File: config.mk
export PLATFORM = sky130hd
export DESIGN_NAME = ddr2_cmd_mon
export DESIGN_NICKNAME = d
export VERILOG_FILES = /design/src/rtl/ddr2_mon_pkg.sv /design/src/rtl/ddr2_cmd_decode.sv /design/src/rtl/ddr2_bank_track.sv /design/src/rtl/ddr2_burst_guard.sv /design/src/rtl/ddr2_cmd_mon.sv
export SDC_FILE = /design/constraint.sdc
export NUM_CORES = 1
export LEC_CHECK = 0
export BUFFER_PORTS_ARGS = -buffer_cell sky130_fd_sc_hd__buf_2
export CORE_MARGIN = 5
export CORE_UTILIZATION = 50
export CTS_CLUSTER_DIAMETER = 120
export DETAILED_ROUTE_END_ITERATION = 8
export PLACE_DENSITY = 0.69
export SYNTH_ARGS = -nofsm -noshare
export SYNTH_HDL_FRONTEND = slang
export SYNTH_SLANG_ARGS = --single-unit
File: constraint.sdc
create_clock -name clk -period 7.6 [get_ports clk]
set_input_delay 1.14 -clock clk [delete_from_list [all_inputs] [get_ports clk]]
set_output_delay 1.14 -clock clk [all_outputs]
set_load 0.01 [all_outputs]
File: src/rtl/ddr2_mon_pkg.sv
package ddr2_mon_pkg;

    localparam int NUM_BANKS = 8;
    localparam int BA_W      = $clog2(NUM_BANKS);
    localparam int ADDR_W    = 14;
    localparam int COL_W     = 11;
    localparam int CMD_W     = 4;

    typedef enum logic [CMD_W-1:0] {
        CMD_NOP   = 4'd0,
        CMD_DESEL = 4'd1,
        CMD_ACT   = 4'd2,
        CMD_PRE   = 4'd3,
        CMD_PREA  = 4'd4,
        CMD_WR    = 4'd5,
        CMD_WRA   = 4'd6,
        CMD_RD    = 4'd7,
        CMD_RDA   = 4'd8,
        CMD_MRS   = 4'd9,
        CMD_REF   = 4'd10,
        CMD_SRE   = 4'd11,
        CMD_SRX   = 4'd12,
        CMD_PDE   = 4'd13,
        CMD_PDX   = 4'd14,
        CMD_BAD   = 4'd15
    } cmd_e;

    typedef enum logic [1:0] {
        PWR_ACTIVE = 2'd0,
        PWR_SELF   = 2'd1,
        PWR_DOWN   = 2'd2
    } pwr_e;

    typedef struct packed {
        cmd_e               cmd;
        logic [BA_W-1:0]    bank;
        logic [ADDR_W-1:0]  row;
        logic [COL_W-1:0]   col;
        logic               ap;
        logic               bad;
    } dec_t;

    function automatic logic is_rw(cmd_e c);
        return (c == CMD_RD) || (c == CMD_RDA) || (c == CMD_WR) || (c == CMD_WRA);
    endfunction

    function automatic logic needs_idle(cmd_e c);
        return (c == CMD_REF) || (c == CMD_MRS) || (c == CMD_SRE);
    endfunction

endpackage

File: src/rtl/ddr2_cmd_decode.sv
module ddr2_cmd_decode
    import ddr2_mon_pkg::*;
(
    input  logic              cs_n,
    input  logic              ras_n,
    input  logic              cas_n,
    input  logic              we_n,
    input  logic              cke,
    input  logic              cke_prev,
    input  logic              in_sr,
    input  logic [BA_W-1:0]   ba,
    input  logic [ADDR_W-1:0] addr,
    output dec_t              dec,
    output logic              hold
);

    logic [2:0] strobe;
    logic       idle_bus;

    assign strobe   = {ras_n, cas_n, we_n};
    assign idle_bus = cs_n || (strobe == 3'b111);

    always_comb begin
        dec     = '0;
        dec.cmd = CMD_NOP;
        hold    = 1'b0;
        unique case ({cke_prev, cke})
            2'b11: begin
                if (cs_n) begin
                    dec.cmd = CMD_DESEL;
                end else begin
                    unique case (strobe)
                        3'b111: dec.cmd = CMD_NOP;
                        3'b011: begin
                            dec.cmd  = CMD_ACT;
                            dec.bank = ba;
                            dec.row  = addr;
                        end
                        3'b010: begin
                            if (addr[10]) begin
                                dec.cmd = CMD_PREA;
                            end else begin
                                dec.cmd  = CMD_PRE;
                                dec.bank = ba;
                            end
                        end
                        3'b100, 3'b101: begin
                            if (strobe[0]) dec.cmd = addr[10] ? CMD_RDA : CMD_RD;
                            else           dec.cmd = addr[10] ? CMD_WRA : CMD_WR;
                            dec.bank = ba;
                            dec.col  = {addr[11], addr[9:0]};
                            dec.ap   = addr[10];
                        end
                        3'b000: begin
                            dec.cmd  = CMD_MRS;
                            dec.bank = ba;
                        end
                        3'b001: dec.cmd = CMD_REF;
                        default: begin
                            dec.cmd = CMD_BAD;
                            dec.bad = 1'b1;
                        end
                    endcase
                end
            end
            2'b10: begin
                if (!cs_n && strobe == 3'b001) begin
                    dec.cmd = CMD_SRE;
                end else if (idle_bus) begin
                    dec.cmd = CMD_PDE;
                end else begin
                    dec.cmd = CMD_BAD;
                    dec.bad = 1'b1;
                end
            end
            2'b01: begin
                if (idle_bus) begin
                    dec.cmd = in_sr ? CMD_SRX : CMD_PDX;
                end else begin
                    dec.cmd = CMD_BAD;
                    dec.bad = 1'b1;
                end
            end
            default: hold = 1'b1;
        endcase
    end

endmodule

File: src/rtl/ddr2_bank_track.sv
module ddr2_bank_track
    import ddr2_mon_pkg::*;
#(
    parameter int NB = NUM_BANKS,
    parameter int RW = ADDR_W,
    localparam int BW = $clog2(NB)
) (
    input  logic                 clk,
    input  logic                 rst,
    input  logic                 act_en,
    input  logic [BW-1:0]        act_bank,
    input  logic [RW-1:0]        act_row,
    input  logic                 pre_en,
    input  logic [BW-1:0]        pre_bank,
    input  logic                 pre_all,
    input  logic                 apc_en,
    input  logic [BW-1:0]        apc_bank,
    output logic [NB-1:0]        open_o,
    output logic [NB-1:0][RW-1:0] row_o
);

    for (genvar g = 0; g < NB; g++) begin : g_bank
        logic close_me;
        logic open_me;

        assign close_me = pre_all
                       || (pre_en && pre_bank == BW'(g))
                       || (apc_en && apc_bank == BW'(g));
        assign open_me  = act_en && act_bank == BW'(g);

        always_ff @(posedge clk) begin
            if (rst) begin
                open_o[g] <= 1'b0;
                row_o[g]  <= '0;
            end else begin
                if (close_me) open_o[g] <= 1'b0;
                if (open_me) begin
                    open_o[g] <= 1'b1;
                    row_o[g]  <= act_row;
                end
            end
        end
    end

endmodule

File: src/rtl/ddr2_burst_guard.sv
module ddr2_burst_guard #(
    parameter int BURST_CYC = 2,
    parameter int BW        = 3,
    localparam int CW       = (BURST_CYC > 2) ? $clog2(BURST_CYC) : 1
) (
    input  logic          clk,
    input  logic          rst,
    input  logic          go,
    input  logic          go_ap,
    input  logic [BW-1:0] go_bank,
    output logic          busy,
    output logic          apc_en,
    output logic [BW-1:0] apc_bank
);

    logic [CW-1:0] remain;
    logic          ap_pend;

    always_ff @(posedge clk) begin
        if (rst) begin
            remain   <= '0;
            ap_pend  <= 1'b0;
            apc_bank <= '0;
        end else if (go) begin
            remain   <= CW'(BURST_CYC - 1);
            ap_pend  <= go_ap;
            apc_bank <= go_bank;
        end else begin
            if (remain != '0) remain <= remain - CW'(1);
            if (remain == CW'(1)) ap_pend <= 1'b0;
        end
    end

    assign busy   = (remain != '0);
    assign apc_en = ap_pend && (remain == CW'(1));

endmodule

File: src/rtl/ddr2_cmd_mon.sv
module ddr2_cmd_mon
    import ddr2_mon_pkg::*;
#(
    parameter int BURST_LEN = 4
) (
    input  logic                 clk,
    input  logic                 rst,
    input  logic                 cs_n,
    input  logic                 ras_n,
    input  logic                 cas_n,
    input  logic                 we_n,
    input  logic                 cke,
    input  logic [BA_W-1:0]      ba,
    input  logic [ADDR_W-1:0]    addr,
    output logic                 cmd_valid,
    output logic [CMD_W-1:0]     cmd_code,
    output logic [BA_W-1:0]      cmd_bank,
    output logic [ADDR_W-1:0]    cmd_row,
    output logic [COL_W-1:0]     cmd_col,
    output logic                 cmd_ap,
    output logic                 cmd_illegal,
    output logic                 burst_viol,
    output logic [NUM_BANKS-1:0] bank_open,
    output logic                 in_self_ref,
    output logic                 in_pwr_down
);

    localparam int BURST_CYC = BURST_LEN / 2;

    logic                              cke_prev;
    pwr_e                              pstate;
    dec_t                              dec;
    logic                              hold;
    logic [NUM_BANKS-1:0][ADDR_W-1:0]  open_rows;
    logic                              busy;
    logic                              apc_en;
    logic [BA_W-1:0]                   apc_bank;
    logic                              rw_c;
    logic                              tgt_open;
    logic                              ill_c;
    logic                              bviol_c;
    logic                              accept;
    logic [ADDR_W-1:0]                 row_c;

    assign in_self_ref = (pstate == PWR_SELF);
    assign in_pwr_down = (pstate == PWR_DOWN);

    ddr2_cmd_decode u_dec (
        .cs_n     (cs_n),
        .ras_n    (ras_n),
        .cas_n    (cas_n),
        .we_n     (we_n),
        .cke      (cke),
        .cke_prev (cke_prev),
        .in_sr    (in_self_ref),
        .ba       (ba),
        .addr     (addr),
        .dec      (dec),
        .hold     (hold)
    );

    assign rw_c     = is_rw(dec.cmd);
    assign tgt_open = bank_open[dec.bank];
    assign ill_c    = dec.bad
                   || (dec.cmd == CMD_ACT && tgt_open)
                   || (rw_c && !tgt_open)
                   || (needs_idle(dec.cmd) && (|bank_open));
    assign bviol_c  = rw_c && busy;
    assign accept   = !hold && !ill_c && !bviol_c;
    assign row_c    = rw_c ? open_rows[dec.bank] : dec.row;

    ddr2_bank_track #(
        .NB (NUM_BANKS),
        .RW (ADDR_W)
    ) u_banks (
        .clk      (clk),
        .rst      (rst),
        .act_en   (accept && dec.cmd == CMD_ACT),
        .act_bank (dec.bank),
        .act_row  (dec.row),
        .pre_en   (accept && dec.cmd == CMD_PRE),
        .pre_bank (dec.bank),
        .pre_all  (accept && dec.cmd == CMD_PREA),
        .apc_en   (apc_en),
        .apc_bank (apc_bank),
        .open_o   (bank_open),
        .row_o    (open_rows)
    );

    ddr2_burst_guard #(
        .BURST_CYC (BURST_CYC),
        .BW        (BA_W)
    ) u_burst (
        .clk      (clk),
        .rst      (rst),
        .go       (accept && rw_c),
        .go_ap    (dec.ap),
        .go_bank  (dec.bank),
        .busy     (busy),
        .apc_en   (apc_en),
        .apc_bank (apc_bank)
    );

    always_ff @(posedge clk) begin
        if (rst) begin
            cke_prev <= 1'b1;
            pstate   <= PWR_ACTIVE;
        end else begin
            cke_prev <= cke;
            if (cke_prev && !cke) begin
                pstate <= (dec.cmd == CMD_SRE) ? PWR_SELF : PWR_DOWN;
            end else if (!cke_prev && cke) begin
                pstate <= PWR_ACTIVE;
            end
        end
    end

    always_ff @(posedge clk) begin
        if (rst || hold) begin
            cmd_valid   <= 1'b0;
            cmd_code    <= CMD_NOP;
            cmd_bank    <= '0;
            cmd_row     <= '0;
            cmd_col     <= '0;
            cmd_ap      <= 1'b0;
            cmd_illegal <= 1'b0;
            burst_viol  <= 1'b0;
        end else begin
            cmd_valid   <= 1'b1;
            cmd_code    <= dec.cmd;
            cmd_bank    <= dec.bank;
            cmd_row     <= row_c;
            cmd_col     <= dec.col;
            cmd_ap      <= dec.ap;
            cmd_illegal <= ill_c;
            burst_viol  <= bviol_c;
        end
    end

endmodule

==> results of run 1 <==
[critical path, stage by stage]
cell	delay (ns)
buf_2	0.27
buf_4	0.47
mux4_2	0.56
nor2b_1	0.19
nand3_1	0.13
or4_2	1.13
o211ai_1	0.39
o21ai_0	0.15
[layout by cell type, fill, tap and decap left out, types with 8 or more instances in the layout]
master     count
dfxtp_1      164
nand2_1       98
mux2i_1       74
buf_2         69
o211ai_1      66
o21ai_0       53
a21oi_1       39
nor2_1        36
nand3_1       18
o22ai_1       17
clkbuf_16     17
mux2_2        15
o221a_2       14
nor2b_1       13
nand2b_1      11
o21ai_1       11
or4_1         10
nor3_1        10
buf_4          9
a22oi_1        8
[Yosys cell counts, drive strengths merged, types with 2 or more instances]
master	number	area share
o311ai	3	0.0035
nor4	4	0.0042
nor3	10	0.0067
or3	7	0.0058
a21oi	40	0.027
clkbuf	51	0.026
nand2	101	0.052
a22oi	8	0.0080
a31oi	5	0.0042
a221o	5	0.0067
and2	2	0.0017
o21ai	64	0.043
nor2b	13	0.011
nand2b	11	0.0092
or2	3	0.0025
o21a	2	0.0020
buf	21	0.014
or4	11	0.011
a22o	5	0.0058
o211ai	66	0.066
nor2	37	0.019
o31ai	5	0.0050
and3	6	0.0050
dfxtp	164	0.44
mux2i	74	0.099
or3b	2	0.0027
o221a	14	0.021
a221oi	2	0.0023
ha	6	0.010
o211a	2	0.0027
nand3b	2	0.0020
o221ai	7	0.0082
nand3	19	0.013
o22ai	17	0.014
mux2	15	0.023
inv	6	0.0030
[area by class of cell]
class                           count  share of cell area
Clock buffer                       18              0.0518
Clock inverter                     14              0.0220
Inverter                            6             0.00265
Multi-Input combinational cell    585               0.461
Sequential cell                   164               0.387
Tap cell                          184              0.0271
Timing Repair Buffer               78              0.0487
[report_power, final]
part | total, mW | internal, mW | switching, mW
clock network | 0.925 | 0.536 | 0.389
logic | 0.138 | 0.0410 | 0.0968
registers | 0.866 | 0.865 | 0.00191
total | 1.93 | 1.44 | 0.488
[routing by layer]
layer | up-vias | global-route usage | routed length [microns]
li1 | 3126 | - | -
met1 | 3273 | 0.322 | 9200
met2 | 341 | 0.415 | 10700
met3 | 51 | 0.0516 | 1750
met4 | 0 | 0.100 | 630
met5 | - | 0 | 0
[through the flow]
step | util | cells
floorplan | - | 827
global placement | 0.537 | 1017
detailed placement | 0.537 | 1017
CTS | 0.579 | 1049
global route | 0.579 | 1049
finish | 0.579 | 1049
[worst min-delay path by stage]
stage / start / endpoint / slack, ns / depth (start not counted)
floorplan: u_banks.row_o[47] / u_banks.row_o[47] / 0.44 / 2
global route: u_banks.row_o[8] / u_banks.row_o[8] / 0.47 / 2
CTS: u_banks.row_o[34] / u_banks.row_o[34] / 0.46 / 2
finish: u_banks.row_o[34] / u_banks.row_o[34] / 0.46 / 2
detailed placement: u_banks.row_o[34] / u_banks.row_o[34] / 0.45 / 2
global placement: u_banks.row_o[47] / u_banks.row_o[47] / 0.44 / 2
[state kept, by name, summed over array words and instances (netlist names), 2 cells and up]
register          flops
u_banks.open_o        8
cmd_bank              3
u_burst.apc_bank      3
cmd_row              14
cmd_code              4
u_banks.row_o       112
cmd_col              11
pstate                2
[logic make-up after synthesis]
kind of cell / synth area share
AOI/OAI and AO/OA: 0.232
and+or+nand+nor: 0.152
DFF: 0.438
muxes: 0.124
buffers and inverters: 0.0430
adders and majority gates: 0.0100
xor gates and xnor gates: 0.00117
==> run summary, run 1 <==
Final Max Slew Viols: 0
Seq/Total Area, Yosys: 0.438
Starting Density: 0.512
# port buffers: 69
Die height: 132 microns
Total grt overflow: 0
Synth Area per Inst: 9.07 sq um
Static Leak: 3.48 nW
CP startpoint: ba[0]
Pin count of the biggest net entering global routing: 120
Cell Pwr Density: 227 nW/um^2
Reg area: 3280 sq um
Period Utilization, post-route: 0.548
Hold Crit Class: reg2reg
Fill count: 1,280
CTS Hold Bufs: 0
Final TNS setup: 0 ns
Mapped Cells: 827
Clock Skew: 0.00942 ns
Clock transition at the registers of the reported paths: 0.07 ns
Routed via count: 6,791
H-tree lvl count: 4
Max-cap viol count: 0
Clk sinks: 164
Worst reg-to-reg setup slack: 4.14 ns
Residual DRC count: 0
Setup violators final: 0
Final antenna diode count: 0
FF-to-FF path depth: 7
Fin nets: 882
Post-synth top flop: dfxtp_1
Placed cell area: 7860 sq um
Core Region: 14,600 sq um
Hold Vio Cnt, Final: 0
Syn_nets: 857
Initial DRC Count: 820
Ys async rst share: 0
Status: complete, no violations
RR Startpoint: cke_prev
Maximum fanout along the worst path: 60
Die width: 132 microns
Share of cells above drive strength 1: 0.183
Post-CTS setup buffers: 0
Vias in the first global route: 6,600
CTS Buf Count: 17
CP Class: in2reg
Slew @ Worst Pin: 1.21 ns
First-pass GRT wire length: 35,700 microns
RSZ-0062 raised after global routing: no
Maximum operating frequency: 240 MHz
Type of element capturing the critical path: flop
GPL Wtd Cong: 0.843
Crit path DAT: 4.46 ns
Netlist cell types: 63
Global Route Usage Sum: 0.251
CTS resizes: 0
Layout overhead on the synthesized area: 13.1%
Worst setup path end: u_banks.row_o[91]
Mapped Area: 7500 sq um
Latest clock arrival within the worst-skew pair: 0.44 ns
Multi-input combinational cell area: 3910 sq um
Drt total wl: 22,300 microns
Post-route ant nets: 0
Rows: 44
Setup WS post-layout: 3.43 ns
FF+latch count, synth: 164
Tmin final: 4.17 ns
Dpl hpwl: 14,300 microns
Via density per instance: 6.47
Post-route cell area: 8480 sq um
Yosys warning count: 0
TritonRoute pass-1 iters: 6
Final hold slack: 0.463 ns
Post-synth EDFFs: 0
CP required: 7.89 ns
Pre-CTS WS: 3.07 ns
Routed length per instance: 21.3 microns
Worst vdd ir: 167 uV
Initial antenna violation count: 0
Tot Pwr: 1.93 mW
Die ar.: 17,600 sq um
Num ports: 70
Critical path launch point type: primary input
Worst slew margin: 0.189
Root Buffer: clkbuf_16
TritonCTS clock tree: yes
FF-to-FF End: u_banks.row_o[91]
Max Buffers Root-to-Sink: 2
(Power assumes the default switching activity.)
==> run 2: changes to the inputs <==
- clock period: 7.6 -> 4.3 ns (I/O delays scaled with it)
==> run summary, run 2 (synthesis gave the netlist of run 1 again) <==
Global Route Usage Sum: 0.250 (-0.000924)
Post-route cell area: 8540 sq um (+0.66%)
Initial antenna violation count: 0 (unchanged)
Final antenna diode count: 0 (unchanged)
Pre-CTS WS: 0.289 ns (-2.78 ns)
TritonRoute pass-1 iters: 5 (-1)
CP required: 4.58 ns (-3.31 ns)
# port buffers: 69 (unchanged)
RSZ-0062 raised after global routing: no
Reg with most FFs: u_banks.row_o
Pin count of the biggest net entering global routing: 90 (-25%)
Pint: 2.56 mW (+78%)
Cell Pwr Density: 395 nW/um^2 (+74%)
Clock Skew: 0.00774 ns (-0.00168 ns)
Static Leak: 3.51 nW (+0.75%)
Drt total wl: 22,200 microns (-0.50%)
Critical path launch point type: flop
CP Class: reg2reg
Net Sw Power: 817 uW (+67%)
Starting Density: 0.512 (unchanged)
Rows: 44 (unchanged)
CTS resizes: 0 (unchanged)
Fin nets: 887 (+0.57%)
Sequential Power Share: 0.454 (+0.005)
Die width: 132 microns (unchanged)
Post-CTS setup buffers: 0 (unchanged)
Commonest non-fill, non-tap cell in the layout: dfxtp_1
CTS Hold Bufs: 0 (unchanged)
Final Max Slew Viols: 0 (unchanged)
Type of element capturing the critical path: flop
Period Utilization, post-route: 0.802
Latest clock arrival within the worst-skew pair: 0.43 ns (about the same)
Routed via count: 6,849 (+0.85%)
TritonCTS clock tree: yes
Via density per instance: 6.50 (+0.38%)
Top delay family on crit path: simple AND/OR/NAND/NOR gates
Worst path cell trace: ha_1, nor2b_1, buf_4, and2_1, and2_1, nand3_1, o211ai_1, o21ai_0
Vias in the first global route: 6,647 (+0.71%)
Worst vdd ir: 285 uV (+71%)
Combinational Power Share: 0.074 (+0.003)
Tmin final: 3.45 ns
Num ports: 70 (unchanged)
Reg area: 3280 sq um (unchanged)
Multi-input combinational cell area: 3920 sq um (+0.22%)
Die ar.: 17,600 sq um (unchanged)
Largest registers: u_banks.row_o (112), cmd_row (14), cmd_col (11)
Post-route ant nets: 0 (unchanged)
Placed cell area: 7910 sq um (+0.64%)
Clk sinks: 164 (unchanged)
Hold Crit Class: reg2reg
Core Region: 14,600 sq um (unchanged)
Share of cells above drive strength 1: 0.187 (+0.00470)
Max reg flops: 112 (unchanged)
Root Buffer: clkbuf_16
Maximum fanout along the worst path: 26 (-57%)
Setup violators final: 0 (unchanged)
Clock transition at the registers of the reported paths: 0.07 ns (about the same)
Residual DRC count: 0 (unchanged)
CTS Buf Count: 17 (unchanged)
Maximum operating frequency: 290 MHz
Die height: 132 microns (unchanged)
GPL Wtd Cong: 0.886 (+5.2%)
Status: complete, no violations
Critical path buffers and inverters: 1 (-1)
Worst slew margin: 0.349 (+0.160)
Setup WS post-layout: 0.849 ns (-2.59 ns)
Sw Ratio: 0.242 (-0.0109)
Max Buffers Root-to-Sink: 2 (unchanged)
Max-cap viol count: 0 (unchanged)
Total grt overflow: 0 (unchanged)
Slew @ Worst Pin: 0.974 ns (-0.239 ns)
Final TNS setup: 0 ns (unchanged)
Clock network power share: 0.472 (-0.008)
Hold Vio Cnt, Final: 0 (unchanged)
Initial DRC Count: 833 (+1.6%)
Critical path's largest stage delay: 0.79 ns (-0.34 ns)
Crit path DAT: 3.73 ns (-0.73 ns)
Final hold slack: 0.460 ns (-0.00274 ns)
H-tree lvl count: 4 (unchanged)
Dpl hpwl: 14,900 microns (+3.8%)
Layout overhead on the synthesized area: 13.8%
Slowest-stage cell, CP: nand3_1
Most frequent cells in the layout: dfxtp_1 (164), nand2_1 (98), mux2i_1 (74)
Crit-path most repeated cell: and2_1
First-pass GRT wire length: 35,900 microns (+0.31%)
Fill count: 1,267 (-1.0%)
Routed length per instance: 21.1 microns (-0.97%)
## run 2: layout make-up
cell class | instances | area share
multi-input combinational | 585 | 0.459
inverter | 6 | 0.00264
clock buffer | 19 | 0.0530
timing repair buffer | 83 | 0.0542
tap | 184 | 0.0270
sequential | 164 | 0.384
clock inverter | 13 | 0.0199
## run 2: power groups by stage
stage               Combinational, mW  Clock, mW  Sequential [mW]
floorplan                       0.157          0             1.57
global placement                0.241          0             1.57
detailed placement              0.242          0             1.57
CTS                             0.243       1.61             1.53
global route                    0.268       1.67             1.53
finish                          0.250       1.59             1.53
## run 2: metrics by stage
step | total power [mW] | utilization | instances
floorplan | 1.73 | - | 827
global placement | 1.81 | 0.540 | 1022
detailed placement | 1.81 | 0.540 | 1022
CTS | 3.38 | 0.583 | 1054
global route | 3.48 | 0.583 | 1054
finish | 3.38 | 0.583 | 1054
## run 2: worst paths after layout
path	start	to	slack, ns	cells after the start
worst max-delay path	cke_prev	u_banks.row_o[105]	0.85	8
worst min-delay path	u_banks.row_o[31]	u_banks.row_o[31]	0.46	2
worst max register to register	cke_prev	u_banks.row_o[105]	0.85	8
worst min register to register	u_banks.row_o[31]	u_banks.row_o[31]	0.46	2
## run 2: tightest hold or removal path, delay by kind of cell (launching register included)
family | cells | cell delay, ns
DFF | 1 | 0.30
muxes | 1 | 0.05
and+or+nand+nor | 1 | 0.05
## run 2: metal layers
layer / wire length [microns] / up-vias / track usage
li1: - / 3133 / -
met1: 9550 / 3340 / 0.326
met2: 10400 / 313 / 0.404
met3: 1510 / 63 / 0.0558
met4: 698 / 0 / 0.100
met5: 0 / - / 0
